### config.mk
export PLATFORM = sky130hd
export DESIGN_NAME = wbuf_raw_guard
export DESIGN_NICKNAME = d
export VERILOG_FILES = /design/src/rtl/wbuf_pkg.sv /design/src/rtl/wbuf_fifo.sv /design/src/rtl/wbuf_hazard.sv /design/src/rtl/wbuf_sched.sv /design/src/rtl/wbuf_raw_guard.sv
export SDC_FILE = /design/constraint.sdc
export NUM_CORES = 1
export LEC_CHECK = 0
export CELL_PAD_IN_SITES_DETAIL_PLACEMENT = 1
export CELL_PAD_IN_SITES_GLOBAL_PLACEMENT = 1
export CORE_AREA = 5 5 167 234
export DETAILED_ROUTE_END_ITERATION = 10
export DIE_AREA = 0 0 172 239
export MAX_ROUTING_LAYER = met4
export PLACE_DENSITY = 0.89
export RECOVER_POWER = 100
export SYNTH_ARGS = -nofsm -noshare
export SYNTH_HDL_FRONTEND = slang
export SYNTH_SLANG_ARGS = --single-unit
### constraint.sdc
create_clock -name clk -period 14.85 [get_ports clk]
set_input_delay 2.97 -clock clk [delete_from_list [all_inputs] [get_ports clk]]
set_output_delay 2.97 -clock clk [all_outputs]
set_load 0.01 [all_outputs]
### src/rtl/wbuf_pkg.sv
package wbuf_pkg;

  typedef enum logic [1:0] {
    RS_IDLE   = 2'd0,
    RS_WAIT   = 2'd1,
    RS_FLIGHT = 2'd2
  } rd_state_e;

  typedef enum logic [1:0] {
    SRC_NONE  = 2'd0,
    SRC_WRITE = 2'd1,
    SRC_READ  = 2'd2
  } src_e;

  // slot index following p in a ring of 'depth' slots
  function automatic int unsigned wb_next(int unsigned p, int unsigned depth);
    return (p + 1 == depth) ? 0 : p + 1;
  endfunction

  // age of a slot counted from the oldest one (0 = oldest)
  function automatic int unsigned wb_age(int unsigned slot, int unsigned head,
                                         int unsigned depth);
    return (slot >= head) ? slot - head : slot + depth - head;
  endfunction

  // writes still to drain once a read is taken, given a drain in that cycle
  function automatic int unsigned wb_barrier(int unsigned need, logic drained);
    return (need != 0 && drained) ? need - 1 : need;
  endfunction

endpackage

### src/rtl/wbuf_fifo.sv
module wbuf_fifo
  import wbuf_pkg::*;
#(
  parameter int DEPTH = 4,
  parameter int AW    = 32,
  parameter int DW    = 32,
  localparam int PW   = (DEPTH > 1) ? $clog2(DEPTH) : 1,
  localparam int CW   = $clog2(DEPTH + 1)
) (
  input  logic                     clk,
  input  logic                     rst_n,
  input  logic                     push,
  input  logic [AW-1:0]            push_addr,
  input  logic [DW-1:0]            push_data,
  input  logic                     pop,
  output logic [AW-1:0]            head_addr,
  output logic [DW-1:0]            head_data,
  output logic [CW-1:0]            count,
  output logic                     full,
  output logic [DEPTH-1:0][AW-1:0] slot_addr,
  output logic [DEPTH-1:0]         slot_valid,
  output logic [PW-1:0]            head_ptr
);

  logic [PW-1:0]            head_q, tail_q;
  logic [CW-1:0]            cnt_q;
  logic [DEPTH-1:0][DW-1:0] slot_data;

  for (genvar g = 0; g < DEPTH; g++) begin : g_slot
    logic          vld_q;
    logic [AW-1:0] addr_q;
    logic [DW-1:0] data_q;
    logic          hit_tail, hit_head;

    assign hit_tail = push && (tail_q == PW'(g));
    assign hit_head = pop  && (head_q == PW'(g));

    always_ff @(posedge clk) begin
      if (!rst_n) begin
        vld_q  <= 1'b0;
        addr_q <= '0;
        data_q <= '0;
      end else if (hit_tail) begin
        vld_q  <= 1'b1;
        addr_q <= push_addr;
        data_q <= push_data;
      end else if (hit_head) begin
        vld_q  <= 1'b0;
      end
    end

    assign slot_valid[g] = vld_q;
    assign slot_addr[g]  = addr_q;
    assign slot_data[g]  = data_q;
  end

  always_ff @(posedge clk) begin
    if (!rst_n) begin
      head_q <= '0;
      tail_q <= '0;
      cnt_q  <= '0;
    end else begin
      if (push) tail_q <= PW'(wb_next(32'(tail_q), DEPTH));
      if (pop)  head_q <= PW'(wb_next(32'(head_q), DEPTH));
      cnt_q <= cnt_q + CW'(push) - CW'(pop);
    end
  end

  assign head_addr = slot_addr[head_q];
  assign head_data = slot_data[head_q];
  assign count     = cnt_q;
  assign full      = (cnt_q == CW'(DEPTH));
  assign head_ptr  = head_q;

  p_no_overflow_r3: assert property (@(posedge clk) disable iff (!rst_n)
    push |-> (cnt_q < CW'(DEPTH) || pop));

  p_no_underflow_r2: assert property (@(posedge clk) disable iff (!rst_n)
    pop |-> slot_valid[head_q]);

  p_count_track_r2: assert property (@(posedge clk) disable iff (!rst_n)
    (push && !pop) |=> (cnt_q == $past(cnt_q) + CW'(1)));

endmodule

### src/rtl/wbuf_hazard.sv
module wbuf_hazard
  import wbuf_pkg::*;
#(
  parameter int DEPTH = 4,
  parameter int AW    = 32,
  localparam int PW   = (DEPTH > 1) ? $clog2(DEPTH) : 1,
  localparam int CW   = $clog2(DEPTH + 1)
) (
  input  logic [DEPTH-1:0][AW-1:0] slot_addr,
  input  logic [DEPTH-1:0]         slot_valid,
  input  logic [PW-1:0]            head_ptr,
  input  logic [AW-1:0]            probe_addr,
  output logic [CW-1:0]            need
);

  logic [DEPTH-1:0] match;

  for (genvar g = 0; g < DEPTH; g++) begin : g_cmp
    assign match[g] = slot_valid[g] && (slot_addr[g] == probe_addr);
  end

  // need = age of the youngest matching slot + 1, or 0 without a match
  always_comb begin
    logic [CW-1:0] cand;
    need = '0;
    cand = '0;
    for (int i = 0; i < DEPTH; i++) begin
      if (match[i]) begin
        cand = CW'(wb_age(32'(i), 32'(head_ptr), DEPTH) + 1);
        if (cand > need) need = cand;
      end
    end
  end

endmodule

### src/rtl/wbuf_sched.sv
module wbuf_sched
  import wbuf_pkg::*;
#(
  parameter int AW = 32,
  parameter int DW = 32,
  parameter int CW = 3
) (
  input  logic          clk,
  input  logic          rst_n,
  input  logic          rd_valid,
  input  logic [AW-1:0] rd_addr,
  output logic          rd_ready,
  input  logic [CW-1:0] need,
  input  logic [CW-1:0] fifo_count,
  input  logic [AW-1:0] head_addr,
  input  logic [DW-1:0] head_data,
  input  logic          mem_req_ready,
  output logic          mem_req_valid,
  output logic          mem_req_write,
  output logic [AW-1:0] mem_req_addr,
  output logic [DW-1:0] mem_req_wdata,
  input  logic          mem_rsp_valid,
  output logic          rd_resp_valid,
  output logic          pop
);

  rd_state_e     state_q;
  logic [AW-1:0] rd_addr_q;
  logic [CW-1:0] barrier_q;
  src_e          src;
  logic          rd_take, rd_fire;

  always_comb begin
    if (state_q == RS_WAIT && barrier_q == '0)
      src = SRC_READ;
    else if (state_q != RS_FLIGHT && fifo_count != '0)
      src = SRC_WRITE;
    else
      src = SRC_NONE;
  end

  assign mem_req_valid = (src != SRC_NONE);
  assign mem_req_write = (src == SRC_WRITE);
  assign mem_req_addr  = (src == SRC_READ) ? rd_addr_q : head_addr;
  assign mem_req_wdata = head_data;

  assign pop           = (src == SRC_WRITE) && mem_req_ready;
  assign rd_fire       = (src == SRC_READ) && mem_req_ready;
  assign rd_ready      = (state_q == RS_IDLE);
  assign rd_take       = rd_valid && rd_ready;
  assign rd_resp_valid = (state_q == RS_FLIGHT) && mem_rsp_valid;

  always_ff @(posedge clk) begin
    if (!rst_n) begin
      state_q   <= RS_IDLE;
      rd_addr_q <= '0;
      barrier_q <= '0;
    end else begin
      case (state_q)
        RS_IDLE: if (rd_take) begin
          state_q   <= RS_WAIT;
          rd_addr_q <= rd_addr;
          barrier_q <= CW'(wb_barrier(32'(need), pop));
        end
        RS_WAIT: begin
          if (rd_fire) state_q <= RS_FLIGHT;
          else if (pop && barrier_q != '0) barrier_q <= barrier_q - CW'(1);
        end
        RS_FLIGHT: if (mem_rsp_valid) state_q <= RS_IDLE;
        default: state_q <= RS_IDLE;
      endcase
    end
  end

  p_one_outstanding_r7: assert property (@(posedge clk) disable iff (!rst_n)
    (state_q == RS_FLIGHT) |-> !mem_req_valid);

  p_read_after_barrier_r6: assert property (@(posedge clk) disable iff (!rst_n)
    (mem_req_valid && !mem_req_write) |-> (barrier_q == '0));

  p_barrier_holds_r6: assert property (@(posedge clk) disable iff (!rst_n)
    (state_q == RS_WAIT && barrier_q != '0 && !pop) |=> $stable(barrier_q));

  p_bypass_r5: assert property (@(posedge clk) disable iff (!rst_n)
    (state_q == RS_WAIT && barrier_q == '0 && fifo_count != '0)
      |-> (mem_req_valid && !mem_req_write));

  p_busy_blocks_r8: assert property (@(posedge clk) disable iff (!rst_n)
    $past(rd_take) |-> !rd_ready);

endmodule

### src/rtl/wbuf_raw_guard.sv
module wbuf_raw_guard #(
  parameter int DEPTH = 4,
  parameter int AW    = 32,
  parameter int DW    = 32
) (
  input  logic          clk,
  input  logic          rst_n,
  input  logic          wr_valid,
  output logic          wr_ready,
  input  logic [AW-1:0] wr_addr,
  input  logic [DW-1:0] wr_data,
  input  logic          rd_valid,
  output logic          rd_ready,
  input  logic [AW-1:0] rd_addr,
  output logic          rd_resp_valid,
  output logic [DW-1:0] rd_resp_data,
  output logic          mem_req_valid,
  input  logic          mem_req_ready,
  output logic          mem_req_write,
  output logic [AW-1:0] mem_req_addr,
  output logic [DW-1:0] mem_req_wdata,
  input  logic          mem_rsp_valid,
  input  logic [DW-1:0] mem_rsp_data
);

  localparam int PW = (DEPTH > 1) ? $clog2(DEPTH) : 1;
  localparam int CW = $clog2(DEPTH + 1);

  logic                     push, pop, full;
  logic [CW-1:0]            count, need;
  logic [DEPTH-1:0][AW-1:0] slot_addr;
  logic [DEPTH-1:0]         slot_valid;
  logic [PW-1:0]            head_ptr;
  logic [AW-1:0]            head_addr;
  logic [DW-1:0]            head_data;

  // a full queue still takes a write when its oldest entry leaves this cycle
  assign wr_ready     = !full || pop;
  assign push         = wr_valid && wr_ready;
  assign rd_resp_data = mem_rsp_data;

  wbuf_fifo #(.DEPTH(DEPTH), .AW(AW), .DW(DW)) u_fifo (
    .clk        (clk),
    .rst_n      (rst_n),
    .push       (push),
    .push_addr  (wr_addr),
    .push_data  (wr_data),
    .pop        (pop),
    .head_addr  (head_addr),
    .head_data  (head_data),
    .count      (count),
    .full       (full),
    .slot_addr  (slot_addr),
    .slot_valid (slot_valid),
    .head_ptr   (head_ptr)
  );

  wbuf_hazard #(.DEPTH(DEPTH), .AW(AW)) u_hazard (
    .slot_addr  (slot_addr),
    .slot_valid (slot_valid),
    .head_ptr   (head_ptr),
    .probe_addr (rd_addr),
    .need       (need)
  );

  wbuf_sched #(.AW(AW), .DW(DW), .CW(CW)) u_sched (
    .clk           (clk),
    .rst_n         (rst_n),
    .rd_valid      (rd_valid),
    .rd_addr       (rd_addr),
    .rd_ready      (rd_ready),
    .need          (need),
    .fifo_count    (count),
    .head_addr     (head_addr),
    .head_data     (head_data),
    .mem_req_ready (mem_req_ready),
    .mem_req_valid (mem_req_valid),
    .mem_req_write (mem_req_write),
    .mem_req_addr  (mem_req_addr),
    .mem_req_wdata (mem_req_wdata),
    .mem_rsp_valid (mem_rsp_valid),
    .rd_resp_valid (rd_resp_valid),
    .pop           (pop)
  );

  p_full_swap_r4: assert property (@(posedge clk) disable iff (!rst_n)
    (full && push) |=> full);

  p_pending_drains_r9: assert property (@(posedge clk) disable iff (!rst_n)
    ($past(push) && !rd_resp_valid && rd_ready) |-> mem_req_valid);

endmodule

Word-level counts from Yosys, hierarchy flattened
Index checks and enable logic that the tools add are counted.

Register bits: 304. Output and inout port bits: 101. Word-level logic and storage cells: 142. Bits of input ports: 134.

Reduce and logical (&&, ||, !) cells: 39. Mux-type cells: 37. $lt $le $gt $ge: 8. Eq/ne operators: 23. $add $sub $neg: 17.

Operators with widths (count): $bmux W32 S2 (2); $eq A32 B32 Y1 (4); $mux W32 (3); $mux W3 (15); $logic_and A1 B1 Y1 (21); $add A3 B1 Y3 const B (4); $eq A2 B2 Y1 const B (6); $mux W2 (6); $reduce_bool A2 Y1 (6); $ne A2 B2 Y1 const B (5); $eq A3 B3 Y1 const B (3); $gt A3 B3 Y1 (3); $mux W1 (9); $reduce_bool A3 Y1 (3); $sub A3 B2 Y3 const A (3); $eq A2 B1 Y1 const B (4); $add A2 B1 Y3 const B (2); $logic_not A2 Y1 (3); $pmux W2 S3 (1); $pmux W3 S2 (1); $sub A1 B2 Y3 const A (2); $sub A2 B2 Y3 const A (2); $sub A3 B1 Y3 const B (2); $ge A1 B2 Y1 const A (2); other kinds (12) (12).

Logic depth before layout (Yosys ltp)
Word-level depth: 20. Depth in mapped cells: 38. Gate-level depth less buffers: 35.

Hierarchy
Synthesis repeated with hierarchy kept, for this count alone.

Cells, all modules: 1863. Area, all modules: 17633.2 µm².

Modules (own cells, without submodules): wbuf_fifo (times used 1, cells each 1306, area each 13010.0 µm², seq. area each 5345.1 µm²); wbuf_sched (times used 1, cells each 269, area each 2267.2 µm², seq. area each 740.7 µm²); wbuf_hazard (times used 1, cells each 254, area each 2093.3 µm², seq. area each 0.0 µm²); wbuf_raw_guard (times used 1, cells each 34, area each 262.8 µm², seq. area each 0.0 µm²).

Worst setup path before layout
OpenSTA, ideal clock, no wires.

Path type: in2reg. Start point: input port rd_addr[10]. End point: register u_sched.barrier_q[1]. Stages on the path: 35. Path buffers: 1. Arrival: 8849 ps. Setup time: 124 ps. Path slack: 5876 ps. Path through: clkbuf_1 xnor2_1 nand4_1 nor4_1 nand3_1 nor2_1 ha_1 inv_1 a21oi_1 nor2_1 and4_1 or3_4 o211ai_1 mux2_2 ha_1 nand2_1 o21ai_0 nand2b_1 a21boi_1 nor2_1 a21oi_1 ha_1 nand3_1 nand2_1 nor4_1 and4_1 nor3_1 o21ai_0 o311ai_1 ha_1 ha_1 nor2_1 nand3b_1 nand4_1 o22ai_1.

Cells in the longest elaborated chain, start to end: 17. Elaborated cells on any way between the ends: 24. Classes of those cells: add/sub: 1; order compare: 3; eq/ne: 4; mux: 10; reduce/logical: 6.

Ends and longest elaborated chain: start, declared (line wbuf_raw_guard.sv:14) `input logic [AW-1:0] rd_addr,`; $eq A32 B32 Y1 (line wbuf_hazard.sv:19) `assign match[g] = slot_valid[g] && (slot_addr[g] == probe_addr);`; $logic_and A1 B1 Y1 (line wbuf_hazard.sv:19); $mux W3 (line wbuf_hazard.sv:28) `if (match[i]) begin`; $gt A3 B3 Y1 (line wbuf_hazard.sv:30) `if (cand > need) need = cand;`; $mux W3 (line wbuf_hazard.sv:30); $mux W3 (line wbuf_hazard.sv:28); $gt A3 B3 Y1 (line wbuf_hazard.sv:30); $mux W3 (line wbuf_hazard.sv:30); $mux W3 (line wbuf_hazard.sv:28); $gt A3 B3 Y1 (line wbuf_hazard.sv:30); $mux W3 (line wbuf_hazard.sv:30); $mux W3 (*) (line wbuf_hazard.sv:28); branches (longest 2 deep; another with $sub A3 B1 Y3); $mux W3 (*) (line wbuf_pkg.sv:28) `return (need != 0 && drained) ? need - 1 : need;`; $mux W3 (*) (line wbuf_sched.sv:60) `RS_IDLE: if (rd_take) begin`; $pmux W3 S2 (*) (line wbuf_sched.sv:59) `case (state_q)`; end signal, assigned (line wbuf_sched.sv:63) `barrier_q <= CW'(wb_barrier(32'(need), pop));`; end signal, assigned (line wbuf_sched.sv:67) `else if (pop && barrier_q != '0) barrier_q <= barrier_q - CW'(1);`; end, declared (line wbuf_sched.sv:29) `logic [CW-1:0] barrier_q;`.

Every way passes the cells marked *. The select of a mux whose other input is x is not followed. A chain may end at the register's enable or synchronous reset.

Final worst setup path
Start point: input port rd_addr[26]. End point: register u_sched.barrier_q[1].

The elaborated chain is that of the path after synthesis.

==> impl_results.md <==
- DRC: 0
- Setup violators final: 0
- Die height: around 240 microns
- Post-Syn Instances: between 1,500 and 2,000
- Worst setup EP type: flip-flop
- Vias in the first global route: approximately 15,000
- Clk sink count: 304
- Crit-path max cell delay: 1030 ps
- VDD IR max: ~0.000099 V
- Post-synthesis net count: a little over 2,000
- PD cells: 126.6 mW/mm^2
- Cell variety after synth: 65
- CP top delay family: simple AND/OR/NAND/NOR gates
- Clk root buf: clkbuf_16
- Setup TNS Final: 0 ps
- Worst-margin pin slew: roughly 4200 ps
- RSZ-0062 raised after global routing: false
- Vias per cell: 5.834
- DP HPWL: 42.01 mm
- Die Span X: 172 microns
- Rows: between 80 and 90
- Yosys top cell by area: dfxtp_1
- Area Overhead vs Synth: 15.16%
- Worst Path Required: ~15,000 ps
- Final number of hold-violating endpoints: 0
- Slew Limit Fails: 753
- Violated checks: capacitance limit, slew limit
- RD Place Congestion: slightly above 1
- Sequential share of the synthesized area: 0.3732
- Largest net degree at the start of global routing: between 100 and 150
- Final wirelength: 59.52 mm
- GRT Total Usage: 0.2938
- Period utilization: 0.7494
- Initial antenna violation count: 2
- Critical path type: input port to flip-flop
- Placed inst area: 0.01783 sq mm
- Clk_skew: 27.02 ps
- Max-Cap Viols: 13
- Post-route cell area: around 0.019 sq mm
- Full die area: 0.04111 sq mm
- Seq cells post-synth: approximately 300
- DRT Pass-1 Iters: 4
- Clk buf depth: 3
- Num CTS Buffers: 31
- I/O Buffers: 170
- Mapped Area: 0.01631 sq mm
- Slowest CP cell: nor3_1
- Total vias in the final route: ~14,000
- Slew headroom: -1.814
- Hold bufs inserted after CTS: 0
- Htree depth: 1
- Clock slew at reported path FFs: ~70 ps
- Initial Utilization: 0.4407
- TritonCTS clock tree: built
- YS warnings: 0
- Fin crit period: ~11,000 ps
- Nets@finish: between 2,000 and 2,500
- Number of synthesized flops with an enable pin: 0
- Mapped Avg Cell Area: around 8.7 sq um
- Crit path max fanout: 11
- Primary FF master, synth: dfxtp_1
- Iter 0 DRT Violations: 808
- Worst-skew pair later-pin latency: just under 600 ps
- Top Ports: about 240
- Crit-path most repeated cell: ha_1
- Worst hold path class: flip-flop to flip-flop
- Share of layout cells above drive strength 1: 0.08651
- Core Box Area: around 0.037 sq mm
- Number of setup buffers added after CTS: 0
- Status: finished, violations left
- Post-CTS sizing: 0
- ANT nets after route: 0
- Async SR Flop Fraction: 0
- First-pass GRT wire length: approximately 90 mm
- Gr ovfl total: 0
- Setup crit start kind: input port
- Post-synth top area share: 0.3732
- FMAX: approximately 90 MHz
- Crit path buffers/inverters: 2
- Hold slack: ~460 ps
- Worst EP arrival: ~12,000 ps
- WL/cell: about 25 microns
- Synth top area cells: dfxtp_1 37%, nand2_1 14%, a21boi_1 12%
- Leakage: roughly 6.4 nW
[report_power, final]
group / leakage [nW] / total [mW] / internal, mW / switching, mW
Clock: 0.485 / 0.790 / 0.449 / 0.341
Sequential: 2.47 / 0.945 / 0.877 / 0.0682
Combinational: 3.45 / 0.642 / 0.278 / 0.363
Total: 6.40 / 2.38 / 1.60 / 0.773
[cells by family (layout without fill, tap and decap cells)]
kind of cell | Yosys count | in the layout | synth area share
xor+xnor | 133 | 133 | 0.07282
mux | 102 | 102 | 0.1144
other cells | 0 | 2 | 0
simple gates | 783 | 783 | 0.2096
fa+ha+maj | 24 | 24 | 0.01888
buf+inv | 202 | 261 | 0.06008
flops | 304 | 304 | 0.3732
compound gates | 335 | 335 | 0.1509
[flip-flops by register name, indices dropped and copies added (netlist names)]
| register | flops |
|---|---|
| u_fifo.count | 3 |
| u_sched.state_q | 2 |
| u_sched.barrier_q | 3 |
| u_fifo.g_slot.vld_q | 4 |
| u_fifo.g_slot.addr_q | 128 |
| u_fifo.g_slot.data_q | 128 |
| u_fifo.head_ptr | 2 |
| u_sched.rd_addr_q | 32 |
| u_fifo.tail_q | 2 |
[placed cells by master, fill, tap and decap left out, drive strengths merged, types with 6 or more instances in the layout]
master,instances
nand2,615
dfxtp,304
a21boi,292
clkdlybuf4s50,103
xnor2,86
dlygate4sd3,66
mux4,64
clkbuf,56
xor2,47
nand4,37
mux2,35
ha,23
inv,23
nor4,22
nor2,20
nand3,17
a21oi,12
o21ai,12
nor2b,11
nor3,10
nand2b,6
and2,6
and3,6
[synth_stat cells (23+ instances only)]
| master | instances |
|---|---|
| nand2_1 | 614 |
| dfxtp_1 | 304 |
| mux4_2 | 64 |
| a21boi_1 | 259 |
| clkbuf_1 | 91 |
| nand4_1 | 36 |
| xnor2_1 | 86 |
| mux2_2 | 34 |
| a21boi_0 | 33 |
| ha_1 | 23 |
| buf_4 | 32 |
| buf_2 | 31 |
| xor2_1 | 44 |
[worst paths after layout]
check                           cells past startpoint                                      end  slack [ps]                                     from
worst max-delay path                               34        u_sched.barrier_q[1]$_SDFFE_PN0P_        3720                              rd_addr[26]
worst min-delay path                                2  u_fifo.g_slot[1].data_q[8]$_SDFFE_PN0P_         460  u_fifo.g_slot[1].data_q[8]$_SDFFE_PN0P_
worst max register to register                     31        u_sched.barrier_q[1]$_SDFFE_PN0P_        5300          u_fifo.head_ptr[0]$_SDFFE_PN0P_
worst min register to register                      2  u_fifo.g_slot[1].data_q[8]$_SDFFE_PN0P_         460  u_fifo.g_slot[1].data_q[8]$_SDFFE_PN0P_
[routing by layer]
layer / up-vias / global-route usage / share of wire
met4: 0 / 0.1497 / 0.061
met5: - / - / 0
met2: 449 / 0.5156 / 0.52
li1: 6385 / - / -
met1: 7070 / 0.3223 / 0.37
met3: 196 / 0.03937 / 0.051
[tightest hold or removal path, cell delays in order (launching register included)]
cell and delay [ps]:
dfxtp_1 310, nand2_1 50, a21boi_1 50
[per-stage QoR]
| stage | util | total power, mW | setup WS, ps | cells |
|---|---|---|---|---|
| floorplan | - | 1.343 | 5876 | 1883 |
| global placement | 0.4819 | 1.590 | 3865 | 2359 |
| detailed placement | 0.4819 | 1.613 | 3653 | 2359 |
| CTS | 0.5091 | 2.404 | 4259 | 2415 |
| global route | 0.5075 | 2.475 | 2986 | 2417 |
| finish | 0.5075 | 2.377 | 3721 | 2417 |
[final cells by class]
cell class / count / area, sq um
fill: 4287 / 18220
timing repair buffer: 184 / 1767
clock inverter: 10 / 115.1
multi-input combinational: 1377 / 9241
tap: 473 / 591.8
inverter: 21 / 78.83
antenna: 2 / 5.005
clock buffer: 46 / 892.1
sequential: 304 / 6086
Note: power is estimated with default switching activity, not from simulation.
